File: src/rtl/pwm_fifo_pkg.sv
`timescale 1ns/1ps
package pwm_fifo_pkg;
  localparam int PRESC_W = 12;
  localparam int SRC_W   = 2;
  localparam int MODE_W  = 4;
  localparam int ADDR_W  = 5;

  localparam logic [ADDR_W-1:0] OFS_CTRL   = 5'h00;
  localparam logic [ADDR_W-1:0] OFS_STATUS = 5'h04;
  localparam logic [ADDR_W-1:0] OFS_SAMPLE = 5'h0C;
  localparam logic [ADDR_W-1:0] OFS_PERIOD = 5'h10;

  localparam int BIT_EN    = 0;
  localparam int BIT_SWR   = 3;
  localparam int PRESC_LSB = 4;
  localparam int SRC_LSB   = 16;
  localparam int BIT_POL   = 18;
  localparam int MODE_LSB  = 22;
  localparam int CTRL_TOP  = MODE_LSB + MODE_W;

  typedef struct packed {
    logic               en;
    logic [PRESC_W-1:0] presc;
    logic [SRC_W-1:0]   clkSrc;
    logic               pol;
  } pwmCfg_t;

  typedef struct packed {
    logic swReset;
    logic push;
    logic enStart;
  } pwmStrobe_t;
endpackage

File: src/rtl/pwm_sample_fifo.sv
`timescale 1ns/1ps
module pwm_sample_fifo #(
  parameter int WIDTH = 16,
  parameter int DEPTH = 4,
  localparam int PTR_W = (DEPTH > 1) ? $clog2(DEPTH) : 1,
  localparam int CNT_W = $clog2(DEPTH + 1)
) (
  input  logic             clk,
  input  logic             rstN,
  input  logic             clear,
  input  logic             push,
  input  logic             pop,
  input  logic [WIDTH-1:0] pushData,
  output logic [WIDTH-1:0] headData,
  output logic [CNT_W-1:0] count,
  output logic             empty
);
  logic [WIDTH-1:0] slot [DEPTH];
  logic [PTR_W-1:0] wrPtr, rdPtr;
  logic full, doPush, doPop;

  function automatic logic [PTR_W-1:0] nextPtr(input logic [PTR_W-1:0] p);
    return (p == PTR_W'(DEPTH - 1)) ? '0 : p + 1'b1;
  endfunction

  assign full     = (count == CNT_W'(DEPTH));
  assign empty    = (count == '0);
  assign doPush   = push && !full;
  assign doPop    = pop && !empty;
  assign headData = slot[rdPtr];

  always_ff @(posedge clk or negedge rstN) begin
    if (!rstN) begin
      for (int i = 0; i < DEPTH; i++) slot[i] <= '0;
    end else if (doPush && !clear) begin
      slot[wrPtr] <= pushData;
    end
  end

  always_ff @(posedge clk or negedge rstN) begin
    if (!rstN) begin
      wrPtr <= '0;
      rdPtr <= '0;
      count <= '0;
    end else if (clear) begin
      wrPtr <= '0;
      rdPtr <= '0;
      count <= '0;
    end else begin
      if (doPush) wrPtr <= nextPtr(wrPtr);
      if (doPop)  rdPtr <= nextPtr(rdPtr);
      count <= count + CNT_W'(doPush) - CNT_W'(doPop);
    end
  end


  fifo_bound_chk: assert property (@(posedge clk) disable iff (!rstN)
    count <= CNT_W'(DEPTH));


  full_drop_chk: assert property (@(posedge clk) disable iff (!rstN)
    (push && full && !pop && !clear) |=> $stable(count));
endmodule

File: src/rtl/pwm_fifo_ctrl.sv
`timescale 1ns/1ps
module pwm_fifo_ctrl
  import pwm_fifo_pkg::*;
#(
  parameter int DATA_W   = 32,
  parameter int CNT_W    = 16,
  parameter int CNT_BITS = 3
) (
  input  logic              clk,
  input  logic              rstN,
  input  logic [ADDR_W-1:0] addr,
  input  logic              wrEn,
  input  logic [DATA_W-1:0] wrData,
  input  logic              rdEn,
  output logic [DATA_W-1:0] rdData,
  input  logic [CNT_BITS-1:0] fifoCount,
  input  logic [CNT_W-1:0]  curDuty,
  output pwmCfg_t           cfg,
  output logic [CNT_W-1:0]  periodVal,
  output logic [CNT_W-1:0]  sampleData,
  output pwmStrobe_t        strobe
);
  logic               enReg, polReg, swrPending;
  logic [PRESC_W-1:0] prescReg;
  logic [SRC_W-1:0]   srcReg;
  logic [MODE_W-1:0]  modeReg;
  logic [CNT_W-1:0]   periodReg;
  logic wrCtrl, wrPeriod, unusedWr;

  assign wrCtrl   = wrEn && (addr == OFS_CTRL) && !swrPending;
  assign wrPeriod = wrEn && (addr == OFS_PERIOD) && !swrPending;

  assign strobe.swReset = swrPending;
  assign strobe.push    = wrEn && (addr == OFS_SAMPLE) && !swrPending;
  assign strobe.enStart = wrCtrl && !wrData[BIT_SWR] && wrData[BIT_EN] && !enReg;

  assign sampleData = wrData[CNT_W-1:0];
  assign periodVal  = periodReg;
  assign cfg = '{en: enReg, presc: prescReg, clkSrc: srcReg, pol: polReg};

  assign unusedWr = ^{wrData[DATA_W-1:CTRL_TOP], wrData[MODE_LSB-1:BIT_POL+1],
                      wrData[BIT_SWR-1:BIT_EN+1]};

  always_ff @(posedge clk or negedge rstN) begin
    if (!rstN) begin
      enReg      <= 1'b0;
      polReg     <= 1'b0;
      prescReg   <= '0;
      srcReg     <= '0;
      modeReg    <= '0;
      swrPending <= 1'b0;
    end else if (swrPending) begin
      enReg      <= 1'b0;
      polReg     <= 1'b0;
      prescReg   <= '0;
      srcReg     <= '0;
      modeReg    <= '0;
      swrPending <= 1'b0;
    end else if (wrCtrl) begin
      if (wrData[BIT_SWR]) begin
        swrPending <= 1'b1;
        enReg      <= 1'b0;
        polReg     <= 1'b0;
        prescReg   <= '0;
        srcReg     <= '0;
        modeReg    <= '0;
      end else begin
        enReg    <= wrData[BIT_EN];
        polReg   <= wrData[BIT_POL];
        prescReg <= wrData[PRESC_LSB +: PRESC_W];
        srcReg   <= wrData[SRC_LSB +: SRC_W];
        modeReg  <= wrData[MODE_LSB +: MODE_W];
      end
    end
  end

  always_ff @(posedge clk or negedge rstN) begin
    if (!rstN)         periodReg <= '0;
    else if (wrPeriod) periodReg <= wrData[CNT_W-1:0];
  end

  always_comb begin
    rdData = '0;
    if (rdEn) begin
      case (addr)
        OFS_CTRL: begin
          rdData[BIT_EN]               = enReg;
          rdData[BIT_SWR]              = swrPending;
          rdData[PRESC_LSB +: PRESC_W] = prescReg;
          rdData[SRC_LSB +: SRC_W]     = srcReg;
          rdData[BIT_POL]              = polReg;
          rdData[MODE_LSB +: MODE_W]   = modeReg;
        end
        OFS_STATUS: rdData[CNT_BITS-1:0] = fifoCount;
        OFS_SAMPLE: rdData[CNT_W-1:0]    = curDuty;
        OFS_PERIOD: rdData[CNT_W-1:0]    = periodReg;
        default:    rdData = '0;
      endcase
    end
  end


  swr_clear_chk: assert property (@(posedge clk) disable iff (!rstN)
    swrPending |=> (!swrPending && !enReg && prescReg == '0 && !polReg));
endmodule

File: src/rtl/pwm_fifo_datapath.sv
`timescale 1ns/1ps
module pwm_fifo_datapath
  import pwm_fifo_pkg::*;
#(
  parameter int CNT_W = 16,
  parameter int DEPTH = 4,
  localparam int CNT_BITS = $clog2(DEPTH + 1)
) (
  input  logic                clk,
  input  logic                rstN,
  input  pwmCfg_t             cfg,
  input  logic [CNT_W-1:0]    periodVal,
  input  logic [CNT_W-1:0]    sampleData,
  input  pwmStrobe_t          strobe,
  output logic [CNT_BITS-1:0] fifoCount,
  output logic [CNT_W-1:0]    curDuty,
  output logic                pwmOut
);
  logic [PRESC_W-1:0] preCnt;
  logic [CNT_W:0]     cnt, lim;
  logic [CNT_W-1:0]   duty, headData;
  logic running, tick, atEnd, rollover, fifoEmpty, pop;

  assign running  = cfg.en && (cfg.clkSrc != '0);
  assign tick     = running && (preCnt >= cfg.presc);
  assign lim      = (CNT_W+1)'(periodVal) + 1'b1;
  assign atEnd    = (cnt >= lim);
  assign rollover = tick && atEnd;
  assign pop      = (rollover || strobe.enStart) && !fifoEmpty;

  pwm_sample_fifo #(.WIDTH(CNT_W), .DEPTH(DEPTH)) u_fifo (
    .clk      (clk),
    .rstN     (rstN),
    .clear    (strobe.swReset),
    .push     (strobe.push),
    .pop      (pop),
    .pushData (sampleData),
    .headData (headData),
    .count    (fifoCount),
    .empty    (fifoEmpty)
  );

  always_ff @(posedge clk or negedge rstN) begin
    if (!rstN)                          preCnt <= '0;
    else if (!cfg.en || strobe.swReset) preCnt <= '0;
    else if (running)                   preCnt <= tick ? '0 : preCnt + 1'b1;
  end

  always_ff @(posedge clk or negedge rstN) begin
    if (!rstN)                          cnt <= '0;
    else if (!cfg.en || strobe.swReset) cnt <= '0;
    else if (tick)                      cnt <= atEnd ? '0 : cnt + 1'b1;
  end

  always_ff @(posedge clk or negedge rstN) begin
    if (!rstN)               duty <= '0;
    else if (strobe.swReset) duty <= '0;
    else if (pop)            duty <= headData;
  end

  assign curDuty = duty;
  assign pwmOut  = cfg.en && ((cnt < (CNT_W+1)'(duty)) ^ cfg.pol);


  duty_hold_chk: assert property (@(posedge clk) disable iff (!rstN)
    !(rollover || strobe.enStart || strobe.swReset) |=> $stable(duty));


  idle_hold_chk: assert property (@(posedge clk) disable iff (!rstN)
    !cfg.en |=> (cnt == '0));


  src_off_chk: assert property (@(posedge clk) disable iff (!rstN)
    (cfg.en && cfg.clkSrc == '0 && $past(cfg.en)) |-> $stable(cnt));
endmodule

File: src/rtl/pwm_fifo_gen.sv
`timescale 1ns/1ps
module pwm_fifo_gen
  import pwm_fifo_pkg::*;
#(
  parameter int DATA_W = 32,
  parameter int CNT_W  = 16,
  parameter int DEPTH  = 4
) (
  input  logic              clk,
  input  logic              rstN,
  input  logic [ADDR_W-1:0] busAddr,
  input  logic              busWrEn,
  input  logic [DATA_W-1:0] busWrData,
  input  logic              busRdEn,
  output logic [DATA_W-1:0] busRdData,
  output logic              pwmOut
);
  localparam int CNT_BITS = $clog2(DEPTH + 1);

  pwmCfg_t             cfg;
  pwmStrobe_t          strobe;
  logic [CNT_W-1:0]    periodVal, sampleData, curDuty;
  logic [CNT_BITS-1:0] fifoCount;

  pwm_fifo_ctrl #(.DATA_W(DATA_W), .CNT_W(CNT_W), .CNT_BITS(CNT_BITS)) u_ctrl (
    .clk        (clk),
    .rstN       (rstN),
    .addr       (busAddr),
    .wrEn       (busWrEn),
    .wrData     (busWrData),
    .rdEn       (busRdEn),
    .rdData     (busRdData),
    .fifoCount  (fifoCount),
    .curDuty    (curDuty),
    .cfg        (cfg),
    .periodVal  (periodVal),
    .sampleData (sampleData),
    .strobe     (strobe)
  );

  pwm_fifo_datapath #(.CNT_W(CNT_W), .DEPTH(DEPTH)) u_dp (
    .clk        (clk),
    .rstN       (rstN),
    .cfg        (cfg),
    .periodVal  (periodVal),
    .sampleData (sampleData),
    .strobe     (strobe),
    .fifoCount  (fifoCount),
    .curDuty    (curDuty),
    .pwmOut     (pwmOut)
  );
endmodule

File: config.mk
export PLATFORM = sky130hd
export DESIGN_NAME = pwm_fifo_gen
export DESIGN_NICKNAME = d
export VERILOG_FILES = /design/src/rtl/pwm_fifo_pkg.sv /design/src/rtl/pwm_sample_fifo.sv /design/src/rtl/pwm_fifo_ctrl.sv /design/src/rtl/pwm_fifo_datapath.sv /design/src/rtl/pwm_fifo_gen.sv
export SDC_FILE = /design/constraint.sdc
export NUM_CORES = 1
export LEC_CHECK = 0
export BUFFER_PORTS_ARGS = -buffer_cell sky130_fd_sc_hd__buf_2
export CAP_MARGIN = 20
export CORE_MARGIN = 2
export CORE_UTILIZATION = 38
export DETAILED_ROUTE_END_ITERATION = 12
export SLEW_MARGIN = 40
export SYNTH_ARGS = -nofsm -noshare
export SYNTH_HDL_FRONTEND = slang
export SYNTH_HIERARCHICAL = 1
export SYNTH_SLANG_ARGS = --single-unit
File: constraint.sdc
create_clock -name clk -period 4.8 [get_ports clk]
set_clock_uncertainty 0.15 [all_clocks]
set_input_delay 0.72 -clock clk [delete_from_list [all_inputs] [get_ports clk]]
set_output_delay 0.72 -clock clk [all_outputs]
set_load 0.02 [all_outputs]
==> results by group, run 1 <==
Outcome
  – Status: completed

Clock tree
  – H-Tree Depth: 4
  – Root Driver: clkbuf_16
  – Clk_lat worst skew: 420 ps
  – CTS tree: built
  – Clock transition at path regs: 70 ps
  – Clock Path Buffers: 2
  – TritonCTS sink count: 153
  – Count of hold-fix buffers inserted at cts: 0
  – CTS Buf Count: 17

Die
  – Die area: 26,500 um2
  – Die X-Extent: 163 um
  – Core area: 25,000 um2
  – Starting Density: 38.4%
  – Core Rows: 58
  – # IOs: 74
  – Height of the die: 163 um

Global routing
  – Initial antenna violation count: 0
  – Vias in the first global route: 6,441
  – Global Route Usage Sum: 17.1%
  – Total gr overflow: 0
  – Largest net degree at the start of global routing: 85
  – First-pass GRT wire length: 35,700 um

Synthesis
  – Sequential share of the synthesized area: 39.9%
  – #FFs+latches synth: 153
  – Async SR Flop Fraction: 100%
  – Post-synth EDFFs: 0
  – Synth Cell Area: 9580 um2
  – Yosys cell types: 65
  – Syn_area_per_cell: 10.9 um2
  – Syn Inst Count: 877
  – Synth warnings: 6
  – Top_reg_cell synth: dfrtp_1

Placed design
  – DP HPWL: 15,600 um
  – Cell Area, Placed: 9890 um2
  – Port bufs: 55
  – GPL Wtd Cong: 0.843

STA
  – Final hold slack: 162 ps
  – Worst-margin pin slew: 847 ps
  – Fmax: 0.228 GHz
  – Count of final setup violators: 0
  – Final hold viol count: 0
  – Part of the cycle the worst path needs: 91.4%
  – Crit path time final: 4390 ps
  – RSZ-0062 raised after global routing: no
  – Pins Over Slew Limit: 0
  – Setup TNS: 0 ps
  – Max_slew headroom: 43.4%

Critical path
  – R2r worst-path depth: 22
  – Worst-path fanout max: 6
  – Startpoint Class: flip-flop
  – Worst Setup End Kind: flip-flop
  – Reg-to-reg slack, setup: 410 ps
  – Worst Setup EP: u_dp/u_fifo/count[2]$_DFF_PN0_
  – Crit path launch: u_ctrl/periodVal[2]$_DFFE_PN0P_
  – R2r startpoint: u_ctrl/periodVal[2]$_DFFE_PN0P_
  – CP arrival: 4520 ps
  – Worst setup path class: reg -> reg
  – WP data required: 4930 ps
  – R2r endpoint: u_dp/u_fifo/count[2]$_DFF_PN0_

Cells and area
  – ANT cells: 0
  – Final core occ: 42.1%
  – Fraction of layout cells with a size suffix above 1: 25.4%
  – Area Overhead vs Synth: 9.70%
  – Nets@finish: 996
  – Cell area after layout: 10,500 um2

Drt
  – Routed len/inst: 17.8 um
  – Via count: 6,469
  – Via density: 5.20
  – Drc violations: 0
  – Initial DRC count: 405
  – Final WL: 22,100 um
  – Post-route ant nets: 0
  – Drt pass-1 iters: 5

Power and ir drop
  – Max VDD drop: 237 uV
  – Power Density: 355 nW/um2
  – Pwr Total: 0.00373 W
  – P_leak: 5.00 nW

Worst hold path
  – Worst min path class: in -> async

Flow run
  – Max cap viols: 0
-- critical path, cell delays in order (launching register included) --
cell and delay, ps:
dfrtp_1 450, nand3_1 150, nor2_2 200, nand3_1 110, nor2_1 230, nand3_1 120, xor2_1 160, ha_1 290
a21o_1 180, a21o_1 200, a211oi_4 320, a21oi_2 140, o21bai_2 160, inv_1 50, o31ai_1 130, inv_1 100
ha_1 280, inv_1 50, ha_1 140, inv_1 50, fa_1 370, xnor2_1 160, nor2_1 50
-- Yosys cell counts, types with 4 or more instances --
library cell  number  area, um2
and2_1            10       62.6
mux4_2            16        360
mux2_2            52        586
xor2_1            27        236
inv_1             68        255
a21o_1             5       37.5
clkbuf_1          26       97.6
nor2b_1            8       50.1
dfrtp_1          153       3830
a32oi_1           15        131
mux2_1             5       56.3
mux2i_1           17        170
and3_1            19        119
nor2_1            47        176
a21oi_1           44        220
nand2b_1          37        231
nor3_1             8       40.0
buf_4             28        210
nand4_1           13       81.3
mux2_4            40        601
o21ai_0           33        165
or4_1             21        158
xnor2_1            8       70.1
ha_1              54        676
nand3_1           25        125
buf_6             11        124
nand2_1           26       97.6
buf_12             5        100
and4_1             4       35.0
-- routing by layer --
metal  GRT usage [%]  share of wire, %
met5               0                 0
met1            24.3                48
met2            26.9                47
met4            4.87               1.9
met3            3.06               3.3
-- placed cells by master (no fill, tap or decap), types with 15 or more instances in the layout --
cell / n
nand2b_1: 36
mux2_4: 40
clkbuf_16: 17
or4_1: 21
and3_1: 19
nand2_1: 26
a21oi_1: 44
mux2_2: 52
ha_1: 54
mux2i_1: 17
dfrtp_1: 152
buf_2: 54
mux4_2: 16
nand3_1: 25
nor2_1: 46
xor2_1: 27
o21ai_0: 33
a32oi_1: 15
inv_1: 68
-- stage by stage --
step | worst slack [ps] | std cells
floorplan | 545 | 885
global placement | 363 | 1210
detailed placement | 306 | 1210
CTS | 293 | 1242
global route | 33.1 | 1243
finish | 414 | 1243
-- where the power goes --
| group | internal (W) | switching [W] |
|---|---|---|
| Sequential | 0.00148 | 0.000178 |
| Combinational | 0.000354 | 0.000329 |
| Clock | 0.000810 | 0.000586 |
| Total | 0.00264 | 0.00109 |
-- how the worst min path moves through the flow --
stage	from	to	slack, ps	cells after the start
after floorplan	rstN	u_ctrl/enReg$_DFFE_PN0P_	270	0
after global placement	u_dp/u_fifo/slot[49]$_DFFE_PN0P_	u_dp/u_fifo/slot[49]$_DFFE_PN0P_	330	1
after detailed placement	u_dp/u_fifo/slot[10]$_DFFE_PN0P_	u_dp/u_fifo/slot[10]$_DFFE_PN0P_	340	1
after CTS	rstN	u_dp/u_fifo/slot[33]$_DFFE_PN0P_	180	1
after global routing	rstN	u_dp/u_fifo/slot[0]$_DFFE_PN0P_	210	1
final	rstN	u_dp/u_fifo/slot[33]$_DFFE_PN0P_	160	1
-- area by class of cell --
class                      count  area, um2
tap                          330        413
sequential                   153       3830
fill                        2393      14500
inverter                      68        255
timing repair buffer          70        407
clock inverter                13        159
multi-input combinational    590       5000
clock buffer                  19        453
-- kinds of logic (layout without fill, tap and decap cells) --
| kind of cell | after synthesis | in the layout | synth area share (%) |
|---|---|---|---|
| compound gates | 128 | 128 | 9.06 |
| xor+xnor | 35 | 35 | 3.20 |
| fa+ha+maj | 55 | 55 | 7.26 |
| buf+inv | 142 | 170 | 8.41 |
| flops | 153 | 153 | 39.9 |
| mux | 130 | 130 | 18.5 |
| other cells | 1 | 9 | 0.0391 |
| simple gates | 233 | 233 | 13.6 |
-- repair_timing --
action,CTS,global route
resized for setup,0,1
buffers inserted,0,1
endpoints found under the setup margin,0,2
-- sequential cells by signal (all words and copies together) (netlist names), 2 cells and up --
register           cells
u_ctrl/prescReg       12
u_dp/u_fifo/rdPtr      2
u_dp/cnt              17
u_ctrl/periodVal      16
u_dp/curDuty          16
u_ctrl/srcReg          2
u_ctrl/modeReg         4
u_dp/u_fifo/count      3
u_dp/u_fifo/wrPtr      2
u_dp/u_fifo/slot      64
u_dp/preCnt           12
Power figures use the tool's default switching activity.
==> run 2: changes to the inputs <==
--- a/config.mk
+++ b/config.mk
@@ -13,5 +13,4 @@
 export SLEW_MARGIN = 40
 export SYNTH_ARGS = -nofsm -noshare
 export SYNTH_HDL_FRONTEND = slang
-export SYNTH_HIERARCHICAL = 1
 export SYNTH_SLANG_ARGS = --single-unit
==> results by group, run 2 <==
Critical path
  – R2r worst-path depth: 21 (-4.5%)
  – Worst Setup End Kind: flip-flop
  – Startpoint Class: flip-flop
  – CP arrival: 4380 ps (-140 ps)
  – WP data required: 4940 ps (about the same)
  – Worst-path fanout max: 6 (unchanged)
  – Worst setup path class: reg -> reg

STA
  – Setup WS post-layout: 558 ps (+144 ps)
  – Fmax: 0.236 GHz (+3.4%)
  – RSZ-0062 raised after global routing: no
  – Final hold viol count: 0 (unchanged)
  – Part of the cycle the worst path needs: 88.4% (-3.0 points)
  – Max_slew headroom: 43.3% (about the same)
  – Pins Over Slew Limit: 0 (unchanged)
  – Crit path time final: 4240 ps (-144 ps)
  – Count of final setup violators: 0 (unchanged)
  – Worst-margin pin slew: 850 ps (+3.29 ps)
  – Setup TNS: 0 ps (unchanged)

Clock tree
  – CTS tree: built
  – Post-CTS sizing: 0 (unchanged)
  – Post-CTS Setup Bufs: 0 (unchanged)
  – CTS Buf Count: 17 (unchanged)
  – Clock transition at path regs: 70 ps (about the same)
  – Clk_lat worst skew: 430 ps (about the same)
  – TritonCTS sink count: 153 (unchanged)
  – Count of hold-fix buffers inserted at cts: 0 (unchanged)
  – Root Driver: clkbuf_16
  – Clock Path Buffers: 2 (unchanged)
  – H-Tree Depth: 4 (unchanged)

Cells and area
  – Nets@finish: 899 (-9.7%)
  – Area Overhead vs Synth: 13.1%
  – Max reg flops: 64 (unchanged)
  – Leading registers by flop count: u_dp.u_fifo.slot (64), u_dp.cnt (17)
  – Fraction of layout cells with a size suffix above 1: 25.2% (-0.17 points)
  – Reg area: 3830 um2 (about the same)
  – Fillers: 2,080 (-13%)
  – ANT cells: 0 (unchanged)
  – Reg with most FFs: u_dp.u_fifo.slot
  – Cell area after layout: 9640 um2 (-8.3%)
  – Multi-input gate area: 4370 um2 (-13%)
  – Leading cell types in the layout, fill and taps excluded: dfrtp_1 (153), mux2_2 (84), ha_1 (54), buf_2 (54), nor2_1 (51)
  – Most common cell after layout, fill and taps aside: dfrtp_1

Placed design
  – DP HPWL: 13,700 um (-12%)
  – Cell Area, Placed: 9060 um2 (-8.4%)
  – GPL Wtd Cong: 0.831 (-1.4%)
  – Port bufs: 55 (unchanged)
  – Pre-CTS WS: 506 ps (+200 ps)

Drt
  – Routed len/inst: 17.3 um (-2.6%)
  – Post-route ant nets: 0 (unchanged)
  – Drt pass-1 iters: 6 (+1)
  – Via density: 5.26 (+1.1%)
  – Max Used Layer: met4
  – Drc violations: 0 (unchanged)
  – Final WL: 19,000 um (-14%)
  – Metal1 wirelength: 9020 um (-16%)
  – Detail Route met3 WL: 474 um (-34%)
  – Met2 wire length: 9210 um (-11%)
  – Via count: 5,768 (-11%)
  – Initial DRC count: 320 (-21%)

Power and ir drop
  – Max VDD drop: 250 uV (+5.3%)
  – Combinational share of power: 17.1% (-1.2 points)
  – Switch Pwr: 0.00107 W (-2.3%)
  – Flop pwr share: 46.0% (+1.6 points)
  – Power Density: 373 nW/um2 (+4.9%)
  – Switch share: 29.7% (+0.45 points)
  – P_leak: 4.71 nW (-5.7%)
  – Pint: 0.00253 W (-4.4%)
  – Clock share of power: 36.9% (-0.5 points)

Global routing
  – First-pass GRT wire length: 31,200 um (-13%)
  – Largest net degree at the start of global routing: 85 (unchanged)
  – Vias in the first global route: 5,698 (-12%)
  – Global Route Usage Sum: 16.7% (-0.39 points)
  – Total gr overflow: 0 (unchanged)
  – Initial antenna violation count: 0 (unchanged)

Synthesis
  – Post-Synth Simple-Gate Area: 12.7% (-0.94 points)
  – Synth Area in Compound Gates: 8.40% (-0.66 points)
  – Largest family of logic cells by synthesized area: multiplexers
  – Synth warnings: 0 (-6)
  – Multiplexer area fraction after synthesis: 17.5% (-1.0 points)
  – Area contributors post-synth: dfrtp_1 (45%), mux2_2 (11%), ha_1 (7.9%)
  – Yosys cell types: 54 (-17%)
  – Top_reg_cell synth: dfrtp_1
  – Top cell type's share of synthesized area: 44.9% (+5.0 points)
  – Synth Area in XOR/XNOR: 3.90% (+0.71 points)
  – Syn_area_per_cell: 11.3 um2 (+3.5%)
  – #FFs+latches synth: 153 (unchanged)
  – Top-count cell post-synth: dfrtp_1
  – Synth Cell Area: 8520 um2 (-11%)
  – Sequential share of the synthesized area: 44.9% (+5.0 points)
  – Synth cell count leaders: dfrtp_1 (153), mux2_2 (84), ha_1 (54)
  – Syn Inst Count: 754 (-14%)
  – Synth Area in Adders: 8.16% (+0.90 points)
  – Post-synth EDFFs: 0 (unchanged)
  – Synth area leader: dfrtp_1
  – Async SR Flop Fraction: 100% (unchanged)

Flow run
  – Max cap viols: 0 (unchanged)

Die
  – Core Rows: 54 (-6.9%)
  – Starting Density: 38.9% (+0.55 points)
  – Height of the die: 154 um (-5.5%)
  – Die X-Extent: 154 um (-5.5%)
  – # IOs: 74 (unchanged)
  – Core area: 21,900 um2 (-12%)
  – Die area: 23,600 um2 (-11%)

Outcome
  – Status: completed

Worst hold path
  – Worst min path class: in -> async
-- run 2: power by group through the flow --
stage          logic [W]  registers [W]  clock network [W]
5_1_grt         0.000702        0.00168            0.00142
6_report        0.000614        0.00165            0.00133
3_3_place_gp    0.000603        0.00167                  0
3_5_place_dp    0.000618        0.00167                  0
4_1_cts         0.000625        0.00165            0.00135
2_1_floorplan   0.000495        0.00160                  0
-- run 2: critical path, stage by stage (launching register included) --
cell and delay (ps):
dfrtp_1 460, nand3_1 130, nor2_1 210, nand4_1 210, nor2_1 230, nand3_1 120
xor2_1 160, ha_1 300, a21o_1 160, a21o_1 170, a21oi_1 130, o21ai_0 90
a21oi_1 250, o31a_1 220, inv_1 50, ha_1 260, inv_1 60, ha_1 120
inv_1 40, fa_1 370, xnor2_1 160, nor2_1 50
-- run 2: per-stage QoR --
stage | std cells | total power (W) | utilization (%) | hold slack, ps
after floorplan | 762 | 0.00209 | - | 274
after global placement | 1064 | 0.00227 | 41.3 | 331
after detailed placement | 1064 | 0.00229 | 41.4 | 328
after CTS | 1096 | 0.00363 | 44.0 | 236
after global routing | 1096 | 0.00379 | 44.0 | 233
final | 1096 | 0.00359 | 44.0 | 172
-- run 2: worst paths after layout --
kind | from | endpoint | slack, ps
min | rstN | u_dp.u_fifo.slot[35]$_DFFE_PN0P_ | 170
min reg2reg | u_ctrl.modeReg[1]$_DFFE_PN0P_ | u_ctrl.modeReg[1]$_DFFE_PN0P_ | 350
max in group asynchronous | rstN | u_dp.u_fifo.slot[54]$_DFFE_PN0P_ | 3280
max | u_ctrl.periodVal[2]$_DFFE_PN0P_ | u_dp.u_fifo.count[2]$_DFF_PN0_ | 560
max reg2reg | u_ctrl.periodVal[2]$_DFFE_PN0P_ | u_dp.u_fifo.count[2]$_DFF_PN0_ | 560
min in group clk | u_ctrl.modeReg[1]$_DFFE_PN0P_ | u_ctrl.modeReg[1]$_DFFE_PN0P_ | 350
-- run 2: area by class of cell --
class	count	share of cell area, %
multi-input cells	523	45.3
flip-flops and latches	153	39.7
clock buffers	17	4.41
repair buffers	65	3.72
well taps	280	3.63
inverters	43	1.67
clock inverters	15	1.56
-- run 2: cells by family (layout without fill, tap and decap cells) --
| logic type | Yosys count | after routing |
|---|---|---|
| fa+ha+maj | 55 | 55 |
| compound gates | 95 | 95 |
| buf+inv | 86 | 140 |
| flops | 153 | 153 |
| mux | 118 | 118 |
| xor+xnor | 38 | 38 |
| simple gates | 208 | 208 |
| other cells | 1 | 9 |
-- run 2: routing by layer --
| layer | GRT usage, % | up-vias |
|---|---|---|
| met3 | 2.93 | 23 |
| met1 | 23.2 | 2852 |
| met4 | 5.33 | 0 |
| li1 | - | 2799 |
| met2 | 26.8 | 94 |
| met5 | 0 | - |
